File: src/rtl/excl_monitor_cache.sv
module excl_monitor_cache #(
  parameter int ADDR_W = 32,
  parameter int OFF_W  = 5,
  parameter int IDX_W  = 4
) (
  input  logic                    clk,
  input  logic                    rst_n,
  input  logic                    ldx_req,
  input  logic                    stx_req,
  input  logic [ADDR_W-OFF_W-1:0] ex_line,
  input  logic                    rd_req,
  input  logic [ADDR_W-OFF_W-1:0] rd_line,
  input  logic                    mem_rsp_valid,
  input  logic                    mem_rsp_abort,
  input  logic                    bar_req,
  output logic                    rd_hit,
  output logic                    rd_pending,
  output logic                    stx_done,
  output logic                    stx_fail,
  output logic                    bar_done,
  output logic                    mon_excl
);
  localparam int LINE_W = ADDR_W - OFF_W;
  localparam int TAG_W  = LINE_W - IDX_W;
  localparam int SETS   = 1 << IDX_W;

  logic [SETS-1:0]   valid_q;
  logic [TAG_W-1:0]  tag_q [SETS];
  logic              pend_q;
  logic [LINE_W-1:0] pend_line_q;
  logic              excl_q;
  logic [LINE_W-1:0] resv_q;
  logic              bar_wait_q;
  logic              hit_q, sdone_q, sfail_q, bdone_q;

  logic [IDX_W-1:0]  rd_idx, fill_idx;
  logic [TAG_W-1:0]  rd_tag, fill_tag;
  logic              lookup_hit, rd_take, fill, stx_ok, bar_act, bar_fin;

  assign rd_idx     = rd_line[IDX_W-1:0];
  assign rd_tag     = rd_line[LINE_W-1:IDX_W];
  assign fill_idx   = pend_line_q[IDX_W-1:0];
  assign fill_tag   = pend_line_q[LINE_W-1:IDX_W];
  assign lookup_hit = valid_q[rd_idx] && (tag_q[rd_idx] == rd_tag);
  assign rd_take    = rd_req && !pend_q;
  assign fill       = mem_rsp_valid && pend_q;
  assign stx_ok     = excl_q && (resv_q == ex_line) && !fill;
  assign bar_act    = bar_req || bar_wait_q;
  assign bar_fin    = bar_act && (!pend_q || fill);

  always_ff @(posedge clk) begin
    if (!rst_n) begin
      valid_q     <= '0;
      pend_q      <= 1'b0;
      pend_line_q <= '0;
      excl_q      <= 1'b0;
      resv_q      <= '0;
      bar_wait_q  <= 1'b0;
      hit_q       <= 1'b0;
      sdone_q     <= 1'b0;
      sfail_q     <= 1'b0;
      bdone_q     <= 1'b0;
    end else begin
      hit_q      <= rd_take && lookup_hit;
      sdone_q    <= stx_req;
      sfail_q    <= stx_req && !stx_ok;
      bdone_q    <= bar_fin;
      bar_wait_q <= bar_act && !bar_fin;

      if (fill) begin
        valid_q[fill_idx] <= !mem_rsp_abort;
        pend_q            <= 1'b0;
      end else if (rd_take && !lookup_hit) begin
        pend_q      <= 1'b1;
        pend_line_q <= rd_line;
      end

      if (stx_req) begin
        excl_q <= 1'b0;
      end else if (ldx_req) begin
        excl_q <= 1'b1;
        resv_q <= ex_line;
      end else if (fill) begin
        excl_q <= 1'b0;
      end
    end
  end

  always_ff @(posedge clk) begin
    if (fill) tag_q[fill_idx] <= fill_tag;
  end

  assign rd_hit     = hit_q;
  assign rd_pending = pend_q;
  assign stx_done   = sdone_q;
  assign stx_fail   = sfail_q;
  assign bar_done   = bdone_q;
  assign mon_excl   = excl_q;

  p_ldx_sets_r2: assert property (@(posedge clk) disable iff (!rst_n)
    ldx_req && !stx_req |=> mon_excl);
  p_open_fails_r3: assert property (@(posedge clk) disable iff (!rst_n)
    stx_req && !mon_excl |=> stx_done && stx_fail);
  p_stx_opens_r4: assert property (@(posedge clk) disable iff (!rst_n)
    stx_req |=> !mon_excl);
  p_hit_keeps_r5: assert property (@(posedge clk) disable iff (!rst_n)
    rd_hit |-> !rd_pending);
  p_pend_hold_r6: assert property (@(posedge clk) disable iff (!rst_n)
    rd_pending && !mem_rsp_valid |=> rd_pending);
  p_alloc_clears_r9: assert property (@(posedge clk) disable iff (!rst_n)
    rd_pending && mem_rsp_valid && !ldx_req |=> !mon_excl && !rd_pending);
  p_bar_waits_r10: assert property (@(posedge clk) disable iff (!rst_n)
    bar_req && rd_pending && !mem_rsp_valid |=> !bar_done);
endmodule

File: config.mk
export PLATFORM = sky130hd
export DESIGN_NAME = excl_monitor_cache
export DESIGN_NICKNAME = d
export VERILOG_FILES = /design/src/rtl/excl_monitor_cache.sv
export SDC_FILE = /design/constraint.sdc
export NUM_CORES = 1
export LEC_CHECK = 0
export CORE_MARGIN = 2
export CORE_UTILIZATION = 55
export DETAILED_ROUTE_END_ITERATION = 8
export GPL_TIMING_DRIVEN = 0
export PLACE_DENSITY_LB_ADDON = 0.15
export SETUP_SLACK_MARGIN = 0.15
export SLEW_MARGIN = 40
export SYNTH_ARGS = -nofsm -noshare
export SYNTH_HDL_FRONTEND = slang
export SYNTH_SLANG_ARGS = --single-unit
File: constraint.sdc
create_clock -name clk -period 3 [get_ports clk]
set_input_delay 0.6 -clock clk [delete_from_list [all_inputs] [get_ports clk]]
set_output_delay 0.6 -clock clk [all_outputs]
set_load 0.1 [all_outputs]
==> reports/metrics.cfg <==
[power_and_ir_drop]
p_switching_w = 0.00313
vdd_drop_max_mv = 0.536
power_density_nw_per_um2 = 621
clkPwrFrac_pct = 41.8
power.total_w = 0.0140
power_leakage_nw = 7.86
switching_share_pct = 22.3
combPwrFrac_pct = 7.8
p_seq_share_pct = 50.5
p_int_w = 0.0109

[sta]
hold_ws_ns = 0.446
worst_slew_pin_slew_ns = 0.881
max_clock_freq_ghz = 0.318
finalCriticalPeriod_ns = 3.14
max_slew_margin_pct = 41.2
fin_worst_skew_ns = 0.0194
setup_ws_ns = -0.143
rsz0062_at_grt = yes
drv_slew = 0
hold_viol_final = 0
fin_crit_sh_pct = 105
setup_tns_ns = -2.55
finalSetupViolations = 28

[clocking]
clock_path_buffers = 3
cts_root_buf = clkbuf_16
clock_latency_ns = 0.56
htreeDepth = 2
cts_tree = done
clk_pin_slew_worst_paths_ns = 0.06
clkSinkCount = 445
hold_buffers = 0
cts_buffers = 46

[critical_path]
cp.required_ns = 3.43
cp_data_arrival_time_ns = 3.57
cp_max_fo = 10
cp-start-kind = primary input
critPathCaptureType = register
path_class = primary input to register

[synth]
synth_top_area_cell = edfxtp_1
ys_types = 59
syn_area_um2 = 18600
synth.top_cell.area_share_pct = 59.5
yosysSeqAreaShare_pct = 67.8
synth_area_per_cell_um2 = 15.7
ys_ff_latch = 445
syn_nets = 1244
async_flop_share_pct = 0
yosys_warnings = 0
synth_edf_count = 368
yosys-top-cells-area = edfxtp_1, mux4_2, dfxtp_1
synth_ff_type = edfxtp_1
synth_cells = 1182

[detailed_routing]
vias_per_cell = 6.29
drc = 0
wl_per_cell_um = 27.5
dr.pass1.iters = 6
wirelength_um = 50700
antenna_left = 0
vias = 11580
drt_iter0_markers = 1379

[layout]
diodes = 0
fin_nets = 1418
syn_to_final_growth_pct = 21.6
drive_gt1_share_pct = 21.2

[floorplan]
die-area_um2 = 35300
rows = 67
initial_core_util_pct = 55.7
die_x_um = 188
die_y_um = 188
ioPinCount = 68
core_um2 = 33400

[global_route]
overflow = 0
grt_max_degree = 18
grt_pass1_vias = 11543
antenna_found_initial = 0
grt_usage_pct = 29.3
grt_pass1_wl_um = 74800

[worst_hold_path]
hold_path_class = primary input to register

[outcome]
violations = setup timing
status = finished with violations

[placement]
port_buffers = 64
dpl_worst_slack_ns = -2.20
place_congestion = 0.874
dp_hpwl_um = 34100

[run]
drv_cap = 0

## critical path, stage by stage
cell	delay, ns
buf_8	0.15
buf_12	0.17
buf_12	0.16
buf_12	0.15
mux4_2	0.50
a22oi_1	0.24
nand2_2	0.17
xnor2_4	0.24
o221ai_2	0.18
a21oi_2	0.25
buf_6	0.19
buf_4	0.19
a21oi_1	0.09
a311o_1	0.27
## synthesized netlist by cell type (14+ instances only)
| cell type | n |
|---|---|
| clkbuf_1 | 37 |
| nand3_1 | 33 |
| nor2_1 | 24 |
| a21oi_1 | 32 |
| a21boi_0 | 27 |
| mux2i_1 | 61 |
| nor3_1 | 18 |
| o21ai_0 | 34 |
| o211a_1 | 16 |
| nand2_1 | 115 |
| xnor2_1 | 46 |
| and2_1 | 30 |
| a311o_1 | 27 |
| nand4_1 | 14 |
| edfxtp_1 | 368 |
| a22oi_1 | 23 |
| mux4_2 | 72 |
| xor2_1 | 15 |
| dfxtp_1 | 77 |
## per-layer routing
metal | up-vias | wire length [um] | GRT usage [%]
met4 | 0 | 1760 | 10.4
met5 | - | 0 | 0
met1 | 5892 | 20200 | 39.4
li1 | 5002 | - | -
met3 | 118 | 4110 | 5.73
met2 | 568 | 24600 | 48.2
## area by class of cell
| cell class | count | area (um^2) |
|---|---|---|
| inverters | 4 | 16.3 |
| well taps | 448 | 561 |
| plain buffers | 75 | 707 |
| clock inverters | 23 | 295 |
| fillers | 2316 | 10800 |
| multi-input cells | 658 | 5770 |
| flip-flops and latches | 445 | 12600 |
| clock buffers | 62 | 1250 |
| repair buffers | 126 | 1400 |
## power by group through the flow
stage	sequential, W	clock, W	combinational (W)
after detailed placement	0.00720	0	0.000987
after global placement	0.00718	0	0.000953
final	0.00707	0.00586	0.00109
after floorplan	0.00714	0	0.000582
after global routing	0.00709	0.00615	0.00115
after CTS	0.00707	0.00590	0.00107
## kinds of logic after synthesis
kind of cell / count (synthesis) / share of synthesized area (%)
muxes: 134 / 12.2
AOI/OAI and AO/OA: 193 / 7.59
DFF: 445 / 67.8
and+or+nand+nor: 270 / 7.05
buffers and inverters: 79 / 2.53
xor gates and xnor gates: 61 / 2.88
## cell usage in the layout (no fill, tap or decap), types with 5 or more instances in the layout
master,n
buf_12,13
clkbuf_4,5
nand3_1,33
clkdlybuf4s50_1,55
xor2_1,15
clkbuf_8,5
o211a_1,16
a311o_1,27
edfxtp_1,368
nand4_1,14
o21ai_1,6
clkbuf_2,6
a21boi_0,27
buf_8,23
nor2_1,12
nor2_4,13
clkbuf_16,47
mux2i_1,59
bufinv_16,7
clkbuf_1,39
buf_2,8
clkinv_1,5
buf_16,7
buf_4,29
dfxtp_1,77
mux4_2,72
nand2_1,114
o21ai_0,32
xnor2_1,43
buf_6,25
a21oi_1,29
nor2b_1,8
a22oi_1,20
clkinv_2,8
and2_1,30
nor3_1,13
nand2b_1,7
## final timing paths
| kind | startpoint | to | slack (ns) | cells after the start |
|---|---|---|---|---|
| worst min-delay path | mem_rsp_abort | valid_q[15] | 0.45 | 3 |
| worst max register to register | tag_q[11][17] | pend_line_q[2] | -0.11 | 10 |
| worst max-delay path | rd_line[1] | pend_line_q[16] | -0.14 | 14 |
| worst min register to register | resv_q[20] | resv_q[20] | 0.48 | 2 |
## stage by stage
stage	util, %	instance area, um^2	cells
4_1_cts	67.6	22500	1840
3_5_place_dp	61.3	20400	1728
6_report	67.7	22600	1841
5_1_grt	67.7	22600	1841
2_1_floorplan	-	18700	1182
3_3_place_gp	59.5	19900	1694
## timing repair
action | 4_1_cts | 5_1_grt
pin swaps | 11 | 2
gates resized for setup | 91 | 11
endpoints found under the setup margin | 29 | 29
cloned | 1 | 0
setup buffers | 26 | 1
## sequential cells by signal (all words and copies together), names as in the netlist
signal / cells
resv_q: 27
rd_hit: 1
pend_line_q: 27
mon_excl: 1
stx_done: 1
valid_q: 16
rd_pending: 1
tag_q: 368
bar_done: 1
stx_fail: 1
bar_wait_q: 1
Power figures use the tool's default switching activity.
